[src/rtl/seq_brk_pkg.sv]
`timescale 1ns/1ps
package seq_brk_pkg;
  localparam int NCH   = 2;
  localparam int IDX_W = 4;

  // field codes inside a channel's register window
  localparam logic [2:0] FLD_ADDR  = 3'd0;
  localparam logic [2:0] FLD_AMASK = 3'd1;
  localparam logic [2:0] FLD_DATA  = 3'd2;
  localparam logic [2:0] FLD_DMASK = 3'd3;
  localparam logic [2:0] FLD_CTRL  = 3'd4;
  localparam logic [2:0] FLD_GLOB  = 3'd7;  // window 0: chain mode, window 1: busy clear

  typedef struct packed {
    logic after;  // bit 5
    logic den;    // bit 4
    logic wr_ok;  // bit 3
    logic rd_ok;  // bit 2
    logic opsel;  // bit 1
    logic en;     // bit 0
  } chan_ctrl_t;

  typedef enum logic [2:0] {
    K_NONE, K_BEFORE, K_AFTER, K_DEFER, K_OPER
  } brk_kind_t;
endpackage

[src/rtl/brk_cfg_regs.sv]
`timescale 1ns/1ps
module brk_cfg_regs
  import seq_brk_pkg::*;
#(
  parameter int AW = 32,
  parameter int DW = 32
) (
  input  logic                 clk,
  input  logic                 rst_n,
  input  logic                 cfg_we,
  input  logic [IDX_W-1:0]     cfg_idx,
  input  logic [DW-1:0]        cfg_wdata,
  output logic [AW-1:0]        ch_addr  [NCH],
  output logic [AW-1:0]        ch_amask [NCH],
  output logic [DW-1:0]        ch_data  [NCH],
  output logic [DW-1:0]        ch_dmask [NCH],
  output chan_ctrl_t           ch_ctrl  [NCH],
  output logic                 seq_on,
  output logic                 bip_clr
);
  localparam int CTRL_W = $bits(chan_ctrl_t);

  logic [2:0] fld;
  logic       win;
  assign fld = cfg_idx[2:0];
  assign win = cfg_idx[IDX_W-1];

  for (genvar c = 0; c < NCH; c++) begin : g_ch
    localparam logic CSEL = 1'(c);
    logic hit_win;
    assign hit_win = cfg_we && (win == CSEL);

    always_ff @(posedge clk or negedge rst_n) begin
      if (!rst_n) begin
        ch_addr[c]  <= '0;
        ch_amask[c] <= '0;
        ch_data[c]  <= '0;
        ch_dmask[c] <= '0;
        ch_ctrl[c]  <= '0;
      end else if (hit_win) begin
        case (fld)
          FLD_ADDR:  ch_addr[c]  <= cfg_wdata[AW-1:0];
          FLD_AMASK: ch_amask[c] <= cfg_wdata[AW-1:0];
          FLD_DATA:  ch_data[c]  <= cfg_wdata;
          FLD_DMASK: ch_dmask[c] <= cfg_wdata;
          FLD_CTRL:  ch_ctrl[c]  <= chan_ctrl_t'(cfg_wdata[CTRL_W-1:0]);
          default: ;
        endcase
      end
    end
  end

  always_ff @(posedge clk or negedge rst_n) begin
    if (!rst_n)                                   seq_on <= 1'b0;
    else if (cfg_we && !win && fld == FLD_GLOB)   seq_on <= cfg_wdata[0];
  end

  assign bip_clr = cfg_we && win && (fld == FLD_GLOB) && cfg_wdata[0];
endmodule

[src/rtl/brk_chan_match.sv]
`timescale 1ns/1ps
module brk_chan_match
  import seq_brk_pkg::*;
#(
  parameter int AW = 32,
  parameter int DW = 32
) (
  input  chan_ctrl_t      ctrl,
  input  logic [AW-1:0]   cmp_addr,
  input  logic [AW-1:0]   cmp_amask,
  input  logic [DW-1:0]   cmp_data,
  input  logic [DW-1:0]   cmp_dmask,
  input  logic            ins_valid,
  input  logic [AW-1:0]   ins_pc,
  input  logic            ins_dbr,
  input  logic            op_valid,
  input  logic [AW-1:0]   op_addr,
  input  logic            op_wr,
  input  logic [DW-1:0]   op_data,
  output logic            hit,
  output brk_kind_t       kind
);
  // mask bit 1 means "do not compare this bit"
  function automatic logic addr_eq(input logic [AW-1:0] a, input logic [AW-1:0] ref_a,
                                   input logic [AW-1:0] m);
    return ((a ^ ref_a) & ~m) == '0;
  endfunction

  function automatic logic data_eq(input logic [DW-1:0] d, input logic [DW-1:0] ref_d,
                                   input logic [DW-1:0] m);
    return ((d ^ ref_d) & ~m) == '0;
  endfunction

  logic fetch_hit, oper_hit, dir_ok, val_ok;

  assign dir_ok    = op_wr ? ctrl.wr_ok : ctrl.rd_ok;
  assign val_ok    = !ctrl.den || data_eq(op_data, cmp_data, cmp_dmask);
  assign fetch_hit = ctrl.en && !ctrl.opsel && ins_valid && addr_eq(ins_pc, cmp_addr, cmp_amask);
  assign oper_hit  = ctrl.en && ctrl.opsel && op_valid && dir_ok && val_ok
                     && addr_eq(op_addr, cmp_addr, cmp_amask);
  assign hit       = fetch_hit || oper_hit;

  always_comb begin
    if (!hit)             kind = K_NONE;
    else if (ctrl.opsel)  kind = K_OPER;
    else if (!ctrl.after) kind = K_BEFORE;
    else if (ins_dbr)     kind = K_DEFER;
    else                  kind = K_AFTER;
  end
endmodule

[src/rtl/brk_pc_track.sv]
`timescale 1ns/1ps
module brk_pc_track #(
  parameter int AW         = 32,
  parameter int INSN_BYTES = 2
) (
  input  logic            clk,
  input  logic            rst_n,
  input  logic            ins_valid,
  input  logic [AW-1:0]   ins_pc,
  input  logic            ins_dbr,
  input  logic            ins_slot,
  input  logic            ins_taken,
  input  logic [AW-1:0]   ins_target,
  output logic [AW-1:0]   pc_before,
  output logic [AW-1:0]   pc_after,
  output logic [AW-1:0]   pc_oper,
  output logic [AW-1:0]   pc_pend
);
  localparam logic [AW-1:0] STEP = AW'(INSN_BYTES);

  function automatic logic [AW-1:0] step_addr(input logic [AW-1:0] a);
    return a + STEP;
  endfunction

  function automatic logic [AW-1:0] branch_dest(input logic [AW-1:0] a, input logic tk,
                                                input logic [AW-1:0] t);
    return tk ? t : a + (STEP << 1);
  endfunction

  logic [AW-1:0] dbr_pc_q, dbr_dest_q, last_next_q, cur_next;

  assign cur_next = ins_slot ? dbr_dest_q : step_addr(ins_pc);

  always_ff @(posedge clk or negedge rst_n) begin
    if (!rst_n) begin
      dbr_pc_q    <= '0;
      dbr_dest_q  <= '0;
      last_next_q <= '0;
    end else if (ins_valid) begin
      last_next_q <= cur_next;
      if (ins_dbr) begin
        dbr_pc_q   <= ins_pc;
        dbr_dest_q <= branch_dest(ins_pc, ins_taken, ins_target);
      end
    end
  end

  assign pc_before = ins_slot ? dbr_pc_q : ins_pc;
  assign pc_after  = cur_next;
  assign pc_oper   = ins_valid ? cur_next : last_next_q;
  assign pc_pend   = dbr_dest_q;
endmodule

[src/rtl/seq_brk_ctrl.sv]
`timescale 1ns/1ps
module seq_brk_ctrl
  import seq_brk_pkg::*;
#(
  parameter int AW         = 32,
  parameter int DW         = 32,
  parameter int INSN_BYTES = 2
) (
  input  logic             clk,
  input  logic             rst_n,
  input  logic             cfg_we,
  input  logic [3:0]       cfg_idx,
  input  logic [DW-1:0]    cfg_wdata,
  input  logic             ins_valid,
  input  logic [AW-1:0]    ins_pc,
  input  logic             ins_dbr,
  input  logic             ins_slot,
  input  logic             ins_taken,
  input  logic [AW-1:0]    ins_target,
  input  logic             op_valid,
  input  logic [AW-1:0]    op_addr,
  input  logic             op_wr,
  input  logic [DW-1:0]    op_data,
  output logic             brk_req,
  output logic [AW-1:0]    saved_pc
);
  localparam int CH_A = 0;
  localparam int CH_B = 1;

  logic [AW-1:0] ch_addr  [NCH];
  logic [AW-1:0] ch_amask [NCH];
  logic [DW-1:0] ch_data  [NCH];
  logic [DW-1:0] ch_dmask [NCH];
  chan_ctrl_t    ch_ctrl  [NCH];
  logic          seq_on, bip_clr;

  brk_cfg_regs #(.AW(AW), .DW(DW)) u_regs (
    .clk(clk), .rst_n(rst_n), .cfg_we(cfg_we), .cfg_idx(cfg_idx), .cfg_wdata(cfg_wdata),
    .ch_addr(ch_addr), .ch_amask(ch_amask), .ch_data(ch_data), .ch_dmask(ch_dmask),
    .ch_ctrl(ch_ctrl), .seq_on(seq_on), .bip_clr(bip_clr)
  );

  logic [NCH-1:0] hit;
  brk_kind_t      kind [NCH];

  for (genvar c = 0; c < NCH; c++) begin : g_match
    brk_chan_match #(.AW(AW), .DW(DW)) u_match (
      .ctrl(ch_ctrl[c]), .cmp_addr(ch_addr[c]), .cmp_amask(ch_amask[c]),
      .cmp_data(ch_data[c]), .cmp_dmask(ch_dmask[c]),
      .ins_valid(ins_valid), .ins_pc(ins_pc), .ins_dbr(ins_dbr),
      .op_valid(op_valid), .op_addr(op_addr), .op_wr(op_wr), .op_data(op_data),
      .hit(hit[c]), .kind(kind[c])
    );
  end

  logic [AW-1:0] pc_before, pc_after, pc_oper, pc_pend;

  brk_pc_track #(.AW(AW), .INSN_BYTES(INSN_BYTES)) u_pc (
    .clk(clk), .rst_n(rst_n), .ins_valid(ins_valid), .ins_pc(ins_pc), .ins_dbr(ins_dbr),
    .ins_slot(ins_slot), .ins_taken(ins_taken), .ins_target(ins_target),
    .pc_before(pc_before), .pc_after(pc_after), .pc_oper(pc_oper), .pc_pend(pc_pend)
  );

  // named internal events, brought out for the checker
  logic           armed_q, pend_q, bip_q;
  logic [NCH-1:0] fire, f_before, f_after, f_defer, f_oper;
  logic           any_before, any_after, any_defer, any_oper, pend_due;
  logic           issue_now, brk_d;
  logic [AW-1:0]  sel_pc;

  // channel A breaks alone only when chaining is off; B needs arming in chain mode
  assign fire[CH_A] = hit[CH_A] && !seq_on;
  assign fire[CH_B] = hit[CH_B] && (!seq_on || armed_q);

  for (genvar c = 0; c < NCH; c++) begin : g_kind
    assign f_before[c] = fire[c] && (kind[c] == K_BEFORE);
    assign f_after[c]  = fire[c] && (kind[c] == K_AFTER);
    assign f_defer[c]  = fire[c] && (kind[c] == K_DEFER);
    assign f_oper[c]   = fire[c] && (kind[c] == K_OPER);
  end

  assign any_before = |f_before;
  assign any_after  = |f_after;
  assign any_defer  = |f_defer;
  assign any_oper   = |f_oper;
  assign pend_due   = pend_q && ins_valid;
  assign issue_now  = any_before || pend_due || any_after || any_oper;
  assign brk_d      = issue_now && !bip_q;

  // earlier break point wins when several fire together
  always_comb begin
    if (any_before)     sel_pc = pc_before;
    else if (pend_due)  sel_pc = pc_pend;
    else if (any_after) sel_pc = pc_after;
    else                sel_pc = pc_oper;
  end

  always_ff @(posedge clk or negedge rst_n) begin
    if (!rst_n) begin
      brk_req  <= 1'b0;
      saved_pc <= '0;
      armed_q  <= 1'b0;
      pend_q   <= 1'b0;
      bip_q    <= 1'b0;
    end else begin
      brk_req <= brk_d;
      if (brk_d) saved_pc <= sel_pc;

      if (!seq_on || brk_d)   armed_q <= 1'b0;
      else if (hit[CH_A])     armed_q <= 1'b1;

      if (any_defer && !issue_now && !bip_q) pend_q <= 1'b1;
      else if (ins_valid)                    pend_q <= 1'b0;

      if (brk_d)        bip_q <= 1'b1;
      else if (bip_clr) bip_q <= 1'b0;
    end
  end
endmodule

[config.mk]
export PLATFORM = sky130hd
export DESIGN_NAME = seq_brk_ctrl
export DESIGN_NICKNAME = d
export VERILOG_FILES = /design/src/rtl/seq_brk_pkg.sv /design/src/rtl/brk_cfg_regs.sv /design/src/rtl/brk_chan_match.sv /design/src/rtl/brk_pc_track.sv /design/src/rtl/seq_brk_ctrl.sv
export SDC_FILE = /design/constraint.sdc
export NUM_CORES = 1
export LEC_CHECK = 0
export BUFFER_PORTS_ARGS = -buffer_cell sky130_fd_sc_hd__buf_2
export CORE_ASPECT_RATIO = 1.5
export CORE_MARGIN = 1
export CORE_UTILIZATION = 55
export CTS_BUF_LIST = sky130_fd_sc_hd__clkbuf_2 sky130_fd_sc_hd__clkbuf_4 sky130_fd_sc_hd__clkbuf_8
export CTS_CLUSTER_SIZE = 25
export DETAILED_ROUTE_END_ITERATION = 10
export GPL_TIMING_DRIVEN = 0
export HOLD_SLACK_MARGIN = 0.06
export PLACE_DENSITY = 0.77
export SLEW_MARGIN = 5
export SYNTH_ARGS = -nofsm -noshare
export SYNTH_HDL_FRONTEND = slang
export SYNTH_HIERARCHICAL = 1
export SYNTH_SLANG_ARGS = --single-unit
[constraint.sdc]
create_clock -name clk -period 4.75 [get_ports clk]
set_input_delay 0 -clock clk [delete_from_list [all_inputs] [get_ports clk]]
set_output_delay 0 -clock clk [all_outputs]
set_load 0.01 [all_outputs]
==> results of run 1 <==
## stage by stage
step                       TNS (ns)  utilization
after detailed placement          0        0.604
after global placement     -1632.58        0.601
after global routing      -0.000689        0.676
after CTS                         0        0.674
after floorplan                   0            -
final                             0        0.676
## power groups by stage
| stage | combinational [µW] | clock (µW) | sequential (µW) |
|---|---|---|---|
| after floorplan | 1500 | 0 | 4470 |
| after global routing | 2480 | 3350 | 4700 |
| after detailed placement | 2180 | 0 | 4670 |
| after global placement | 2100 | 0 | 4620 |
| final | 2360 | 3180 | 4630 |
| after CTS | 2300 | 3210 | 4610 |
## layer usage
metal	global-route usage	wire length, µm	share of wire	vias to the layer above
met4	0.321	7140	0.093	4
met5	0	24	0.00031	-
met1	0.404	25400	0.33	8892
li1	-	-	-	7728
met3	0.0802	5730	0.075	379
met2	0.664	38200	0.50	1045
## cell families (layout without fill, tap and decap cells)
group                      count (synthesis)  after routing  share of synthesized area
and+or+nand+nor                          442            442                      0.105
DFF                                      401            401                      0.467
AOI/OAI and AO/OA                        344            344                      0.113
muxes                                    334            334                      0.180
xor gates and xnor gates                 245            245                     0.0999
buffers and inverters                    147            591                     0.0336
adders and majority gates                  2              2                    0.00116
other                                      0              2                          0
## what timing repair did
| item | 4_1_cts | 5_1_grt |
|---|---|---|
| endpoints found under the setup margin | 0 | 33 |
| resized for setup | 0 | 7 |
| hold buffers | 131 | 0 |
| hold endpoints to repair | 494 | 0 |
## critical path, cell delays in order, from the launching register on
cell	delay (ns)
sky130_fd_sc_hd__dfrtp_1	0.39
sky130_fd_sc_hd__xnor2_1	0.19
sky130_fd_sc_hd__o22ai_1	0.17
sky130_fd_sc_hd__nor4_1	0.60
sky130_fd_sc_hd__nand4_1	0.25
sky130_fd_sc_hd__a2111o_1	0.54
sky130_fd_sc_hd__a221oi_2	0.49
sky130_fd_sc_hd__nand2b_1	0.19
sky130_fd_sc_hd__o32ai_4	0.60
sky130_fd_sc_hd__clkbuf_1	0.51
sky130_fd_sc_hd__a311oi_1	0.23
sky130_fd_sc_hd__o32a_1	0.41
## layout make-up
| class | count | area [µm²] |
|---|---|---|
| buffer | 132 | 667 |
| fill | 2949 | 12500 |
| clock buffer | 99 | 1250 |
| sequential | 401 | 10000 |
| tap | 495 | 619 |
| antenna | 2 | 5.00 |
| multi-input combinational | 1367 | 10800 |
| clock inverter | 12 | 124 |
| inverter | 15 | 56.3 |
| timing repair buffer | 333 | 2440 |
## final timing paths
path                       cells past startpoint                  to
max reg2reg                                   11        saved_pc[18]
min in group asynchronous                      4        saved_pc[10]
max                                           11        saved_pc[18]
min                                            2  u_regs/ch_amask[2]
min reg2reg                                    2   u_pc/dbr_pc_q[17]
max in group asynchronous                      6  u_regs/ch_addr[38]
## registers in the layout, summed over array words and instances (netlist names), 12 cells and up
signal	cells
u_regs/ch_addr	64
u_regs/ch_amask	64
u_regs/ch_data	64
u_regs/ch_dmask	64
saved_pc	32
u_pc/dbr_pc_q	32
u_pc/last_next_q	32
u_pc/pc_pend	32
u_regs/ch_ctrl	12
## Yosys cell counts (4+ instances only)
cell | count | area [µm²]
sky130_fd_sc_hd__xnor2_1 | 224 | 1960
sky130_fd_sc_hd__nand2_1 | 169 | 634
sky130_fd_sc_hd__buf_6 | 11 | 124
sky130_fd_sc_hd__a22oi_1 | 5 | 37.5
sky130_fd_sc_hd__xor2_1 | 21 | 184
sky130_fd_sc_hd__a21o_1 | 32 | 240
sky130_fd_sc_hd__nor4_1 | 12 | 75.1
sky130_fd_sc_hd__clkbuf_2 | 4 | 20.0
sky130_fd_sc_hd__inv_1 | 14 | 52.6
sky130_fd_sc_hd__clkbuf_1 | 54 | 203
sky130_fd_sc_hd__nor3_1 | 15 | 75.1
sky130_fd_sc_hd__a311oi_1 | 32 | 280
sky130_fd_sc_hd__mux2_2 | 286 | 3220
sky130_fd_sc_hd__o2bb2ai_1 | 4 | 35.0
sky130_fd_sc_hd__o22ai_1 | 83 | 519
sky130_fd_sc_hd__nand2b_1 | 6 | 37.5
sky130_fd_sc_hd__and3_1 | 13 | 81.3
sky130_fd_sc_hd__nor4_2 | 7 | 87.6
sky130_fd_sc_hd__nand4_1 | 26 | 163
sky130_fd_sc_hd__nor2_1 | 85 | 319
sky130_fd_sc_hd__mux2i_1 | 12 | 120
sky130_fd_sc_hd__dfrtp_1 | 401 | 10000
sky130_fd_sc_hd__buf_1 | 17 | 63.8
sky130_fd_sc_hd__mux2_4 | 31 | 465
sky130_fd_sc_hd__buf_4 | 10 | 75.1
sky130_fd_sc_hd__and4_1 | 6 | 52.6
sky130_fd_sc_hd__nor3_2 | 4 | 40.0
sky130_fd_sc_hd__o32a_1 | 32 | 320
sky130_fd_sc_hd__mux2_1 | 5 | 56.3
sky130_fd_sc_hd__o22a_1 | 10 | 87.6
sky130_fd_sc_hd__o221ai_1 | 6 | 52.6
sky130_fd_sc_hd__a221o_1 | 8 | 80.1
sky130_fd_sc_hd__a21oi_1 | 26 | 130
sky130_fd_sc_hd__nand3_1 | 60 | 300
sky130_fd_sc_hd__buf_2 | 36 | 180
sky130_fd_sc_hd__o21ai_0 | 84 | 420
==> results.tsv, run 1 <==
stage	metric	value	unit
status	outcome	finished, final reports clean	
finish	count of nets after finishing	2486	
synth	average cell area after synthesis	11.2	µm²
global_routing	aggregate global routing overflow	0	
sta	maximum clock frequency	213	MHz
die	die span in x	163	µm
power_and_ir_drop	sequential share of power	0.455	
die	top-level I/O count	206	
die	vertical die dimension	244	µm
finish	layout overhead on the synthesized area	20.9	%
power_and_ir_drop	P_sw	3100	µW
sta	final hold violation count	0	
cts	number of setup buffers added after CTS	0	
power_and_ir_drop	part of the power in the clock network	0.313	
sta	number of failing setup endpoints in the final timing report	0	
route	remaining number of nets flagged by the antenna check after routing	0	
synth	FF+latch count, synth	401	
cts	TritonCTS clock tree	yes	
power_and_ir_drop	static leakage power	0.0116	µW
power_and_ir_drop	design internal power	7070	µW
synth	EDFF count, synth	0	
finish	final standard cell area without fillers	26000	µm²
power_and_ir_drop	maximum vdd ir drop	0.348	mV
global_routing	maximum number of pins on one net before global-route repair	99	
global_routing	global-route usage over all layers	0.388	
die	number of rows created at floorplan	88	
place	worst slack at placement	0.0951	ns
sta	worst setup slack after layout	0.0627	ns
route	Pre-Repair DR Iteration Count	5	
cts	H-Tree Level Count	2	
synth	warning count from the yosys run	6	
die	Die Area	39900	µm²
route	number of vias per cell	6.32	
finish	leading cell type in the layout, fill and taps excluded	sky130_fd_sc_hd__dfrtp_1	
sta	actual transition at the worst max-transition pin	1.19	ns
place	Detailed Place HPWL	55800	µm
cts	number of buffers created by CTS	61	
critical_path	Critical Path Fanout Max	10	
route	number of DRC markers after the initial detailed-route iteration	1581	
global_routing	first-pass GRT wire length	114000	µm
cts	later-pin clock latency in the skew report	0.67	ns
global_routing	initial antenna violation count	4	
power_and_ir_drop	total design power	10200	µW
synth	fraction of synthesis flops using an asynchronous set or reset pin	1.00	
sta	Hold WS	0.154	ns
critical_path	arrival time reported for the critical path endpoint	5.23	ns
place	routability cong.	1.06	
sta	worst clock skew	0.0501	ns
critical_path	Critical R2R Launch	u_regs/ch_data[51]	
finish	leading cell types in the layout, fill and taps excluded	sky130_fd_sc_hd__dfrtp_1, sky130_fd_sc_hd__mux2_2, sky130_fd_sc_hd__buf_2, sky130_fd_sc_hd__xnor2_1, sky130_fd_sc_hd__nand2_1	
critical_path	Setup CP Type	flop to flop	
synth	instance count of the mapped netlist	1915	
route	total wire length	76500	µm
hold_path	worst hold-check path type	input pin to flop	
synth	Syn Nets	2090	
finish	Non-Filler Instances	2856	
power_and_ir_drop	power density of the placed cells	392	nW/µm²
synth	sequential cell area fraction in the yosys report	0.467	
global_routing	number of global-route vias before repair	19100	
run	number of violations of the max-capacitance limit	0	
power_and_ir_drop	switching share of power	0.305	
critical_path	critical path required time	5.30	ns
sta	number of pins with negative max-slew slack in the final report	0	
finish	share of post-route cells with drive strength above 1	0.311	
cts	CTS root buffer	sky130_fd_sc_hd__clkbuf_8	
route	post-DR wirelength/cell	26.8	µm
cts	clock-pin slew of the registers on the worst-case setup and hold paths	0.06	ns
cts	largest buffer count on any clock path	3	
synth	main flop type after synthesis	sky130_fd_sc_hd__dfrtp_1	
place	post-placement cell area	23200	µm²
critical_path	worst setup path start	u_regs/ch_data[51]	
sta	ratio of final minimum period to clock period	0.987	
route	post-detailed-route DRC marker count	0	
synth	number of distinct standard cells referenced by the synthesized netlist	75	
cts	Sink Count	401	
critical_path	crit end category	flop	
die	area of the placeable core	38400	µm²
place	DP Cell Count	2612	
synth	netlist area before placement	21500	µm²
critical_path	setup slack on the worst flop-to-flop path	0.06	ns
die	initial cell density of the core	0.559	
place	Port Buffer Count	198	
hold_path	hold path start	cfg_wdata[2]	
sta	Slew HR	0.200	
power_and_ir_drop	Gate power share	0.232	
route	via total after detailed routing	18000	
sta	Final Critical Period	4.69	ns
critical_path	startpoint type of the worst setup path	flop	
No activity file was read; power rests on OpenSTA's default activity.
==> inputs of run 2 (changes only) <==
SYNTH_HIERARCHICAL = not set   (was 1)
==> results.tsv, run 2 <==
stage	metric	value	unit	change
status	outcome	finished, final reports clean		
sta	Hold WS	0.0567	ns	-0.0975 ns
sta	Slew HR	0.216		+0.0156
synth	ranking of synthesized cells by area	sky130_fd_sc_hd__dfrtp_1, sky130_fd_sc_hd__mux2_2, sky130_fd_sc_hd__xnor2_1, sky130_fd_sc_hd__o22ai_1, sky130_fd_sc_hd__mux2_4		
sta	maximum clock frequency	225	MHz	+5.6%
global_routing	global-route usage over all layers	0.412		+0.0241
synth	instance count of the mapped netlist	1891		-1.3%
route	post-detailed-route DRC marker count	0		unchanged
critical_path	arrival time reported for the critical path endpoint	5.03	ns	-0.20 ns
route	number of vias per cell	6.19		-2.0%
power_and_ir_drop	P_sw	3430	µW	+10%
place	post-placement cell area	23100	µm²	-0.66%
sta	TNS Setup	0	ns	unchanged
die	vertical die dimension	244	µm	about the same
finish	leading cell type in the layout, fill and taps excluded	sky130_fd_sc_hd__dfrtp_1		
die	top-level I/O count	206		unchanged
power_and_ir_drop	static leakage power	0.0110	µW	-5.3%
place	Port Buffer Count	177		-11%
synth	fraction of synthesis flops using an asynchronous set or reset pin	1.00		unchanged
route	remaining number of nets flagged by the antenna check after routing	0		unchanged
finish	count of nets after finishing	2448		-1.5%
cts	Post-CTS Hold Fix Bufs	139		+6.1%
critical_path	setup slack on the worst flop-to-flop path	0.31	ns	+0.25 ns
power_and_ir_drop	switching share of power	0.320		+0.0151
global_routing	maximum number of pins on one net before global-route repair	116		+17%
sta	worst clock skew	0.0282	ns	-0.0219 ns
die	initial cell density of the core	0.558		about the same
critical_path	startpoint type of the worst setup path	flop		
global_routing	met2 Usage GRT	0.710		+0.0464
synth	Syn Nets	2066		-1.1%
global_routing	number of global-route vias before repair	18700		-2.1%
global_routing	met3 capacity usage during global routing	0.0655		-0.0147
route	post-DR wirelength/cell	28.5	µm	+6.6%
synth	number of distinct standard cells referenced by the synthesized netlist	67		-11%
sta	ratio of final minimum period to clock period	0.934		-0.0527
die	Die Area	39800	µm²	about the same
sta	actual transition at the worst max-transition pin	1.18	ns	-0.0135 ns
route	number of DRC markers after the initial detailed-route iteration	1276		-19%
global_routing	aggregate global routing overflow	0		unchanged
die	die span in x	163	µm	about the same
finish	leading cell types in the layout, fill and taps excluded	sky130_fd_sc_hd__dfrtp_1, sky130_fd_sc_hd__mux2_2, sky130_fd_sc_hd__xnor2_1, sky130_fd_sc_hd__buf_2, sky130_fd_sc_hd__dlygate4sd3_1		
global_routing	initial antenna violation count	3		-1
finish	layout overhead on the synthesized area	20.8	%	about the same
sta	number of pins with negative max-slew slack in the final report	0		unchanged
finish	share of post-route cells with drive strength above 1	0.311		about the same
power_and_ir_drop	Gate power share	0.244		+0.012
die	area of the placeable core	38400	µm²	unchanged
synth	EDFF count, synth	0		unchanged
cts	Sink Count	401		unchanged
critical_path	crit end category	flop		
die	number of rows created at floorplan	88		unchanged
synth	synth cell count leaders	sky130_fd_sc_hd__dfrtp_1, sky130_fd_sc_hd__mux2_2, sky130_fd_sc_hd__xnor2_1		
route	total wire length	80500	µm	+5.3%
cts	number of setup buffers added after CTS	0		unchanged
global_routing	global route hottest layer	met2		
sta	setup repair after global routing missed its margin	no		
finish	fill cell count	2937		-0.41%
cts	largest buffer count on any clock path	3		unchanged
synth	netlist area before placement	21500	µm²	about the same
cts	clock-pin slew of the registers on the worst-case setup and hold paths	0.07	ns	about the same
route	via total after detailed routing	17500		-3.2%
power_and_ir_drop	sequential share of power	0.440		-0.015
synth	main flop type after synthesis	sky130_fd_sc_hd__dfrtp_1		
finish	final standard cell area without fillers	25900	µm²	-0.14%
route	Pre-Repair DR Iteration Count	6		+1
synth	biggest area consumer among synthesized cells	sky130_fd_sc_hd__dfrtp_1		
power_and_ir_drop	power density of the placed cells	413	nW/µm²	+5.4%
synth	most used standard cell by instance count after synthesis	sky130_fd_sc_hd__dfrtp_1		
sta	number of failing setup endpoints in the final timing report	0		unchanged
run	number of violations of the max-capacitance limit	0		unchanged
place	routability cong.	1.07		+0.88%
power_and_ir_drop	maximum vdd ir drop	0.351	mV	+0.78%
cts	H-Tree Level Count	2		unchanged
synth	sequential cell area fraction in the yosys report	0.468		about the same
global_routing	first-pass GRT wire length	118000	µm	+3.2%
place	Detailed Place HPWL	60400	µm	+8.3%
cts	post-cts resize count	0		unchanged
hold_path	worst hold-check path type	input pin to flop		
synth	area share of the largest cell type after synthesis	0.468		about the same
power_and_ir_drop	part of the power in the clock network	0.316		+0.003
critical_path	Critical Path Fanout Max	10		unchanged
finish	Finished Core Util	0.675		-0.000977
cts	CTS root buffer	sky130_fd_sc_hd__clkbuf_8		
critical_path	Setup CP Type	flop to flop		
cts	later-pin clock latency in the skew report	0.66	ns	about the same
synth	warning count from the yosys run	0		-6
global_routing	routing usage on met1	0.417		+0.0132
power_and_ir_drop	design internal power	7280	µW	+3.0%
sta	Final Critical Period	4.44	ns	-0.250 ns
power_and_ir_drop	total design power	10700	µW	+5.3%
sta	final hold violation count	0		unchanged
critical_path	critical path required time	5.34	ns	+0.04 ns
synth	FF+latch count, synth	401		unchanged
synth	average cell area after synthesis	11.3	µm²	+1.2%
cts	number of buffers created by CTS	61		unchanged
cts	TritonCTS clock tree	yes		
## run 2: cell types whose count changed after synthesis, sizes merged, moves of 30 or more
| cell | before | now |
|---|---|---|
| mux2 | 322 | 364 |
| o32a | 32 | 0 |
| nand2 | 170 | 103 |
| a21oi | 26 | 56 |
| nor4 | 21 | 54 |
| a311oi | 32 | 2 |
## run 2: cell families (layout without fill, tap and decap cells)
kind of cell | Yosys count | count (layout) | share of synthesized area
xor gates and xnor gates | 244 | 244 | 0.0999
other | 0 | 1 | 0
DFF | 401 | 401 | 0.468
muxes | 393 | 393 | 0.209
buffers and inverters | 137 | 572 | 0.0300
adders and majority gates | 2 | 2 | 0.00117
AOI/OAI and AO/OA | 319 | 319 | 0.0956
and+or+nand+nor | 395 | 395 | 0.0963
## run 2: final timing paths
kind / from / end / cells past startpoint
max in group asynchronous: rst_n / u_regs.ch_amask[15] / 5
min reg2reg: u_pc.last_next_q[14] / u_pc.last_next_q[14] / 2
max reg2reg: u_regs.ch_addr[31] / saved_pc[24] / 10
min in group asynchronous: rst_n / saved_pc[6] / 4
min: cfg_wdata[1] / u_regs.ch_ctrl[7] / 2
max: u_regs.ch_addr[31] / saved_pc[24] / 10
## run 2: cell type report
class	instances	area, µm²	area share
clock inverters	26	303	0.0117
plain buffers	128	609	0.0235
well taps	495	619	0.0239
multi-input cells	1353	10800	0.416
diodes	1	2.50	0.0000965
flip-flops and latches	401	10000	0.387
repair buffers	319	2390	0.0921
inverters	9	33.8	0.00130
clock buffers	90	1150	0.0444
## run 2: metal layers
| layer | wire [µm] | part of all wire | vias up |
|---|---|---|---|
| met5 | 16 | 0.00020 | - |
| met4 | 8610 | 0.11 | 4 |
| met3 | 4420 | 0.055 | 346 |
| met2 | 40400 | 0.50 | 839 |
| met1 | 27100 | 0.34 | 8618 |
| li1 | - | - | 7666 |
## run 2: power groups by stage
stage,logic [µW],registers (µW),clock network [µW]
global route,2770,4780,3550
floorplan,1650,4540,0
finish,2610,4710,3380
global placement,2400,4720,0
CTS,2580,4700,3400
detailed placement,2470,4750,0
## run 2: worst max-delay path: stages, from the launching register on
cell and delay [ns]:
sky130_fd_sc_hd__dfrtp_1 0.45, sky130_fd_sc_hd__xnor2_1 0.41, sky130_fd_sc_hd__o22ai_1 0.18, sky130_fd_sc_hd__nor4_1 0.78, sky130_fd_sc_hd__nand4_1 0.78, sky130_fd_sc_hd__nor3_1 0.41, sky130_fd_sc_hd__buf_4 0.29, sky130_fd_sc_hd__buf_2 0.43
sky130_fd_sc_hd__nor3_1 0.18, sky130_fd_sc_hd__a211oi_1 0.25, sky130_fd_sc_hd__mux2_4 0.19
## run 2: metrics by stage
stage / setup WS [ns] / instances
2_1_floorplan: 2.08 / 1891
3_3_place_gp: -4.05 / 2563
3_5_place_dp: 0.586 / 2566
4_1_cts: 0.558 / 2821
5_1_grt: 0.360 / 2821
6_report: 0.313 / 2822
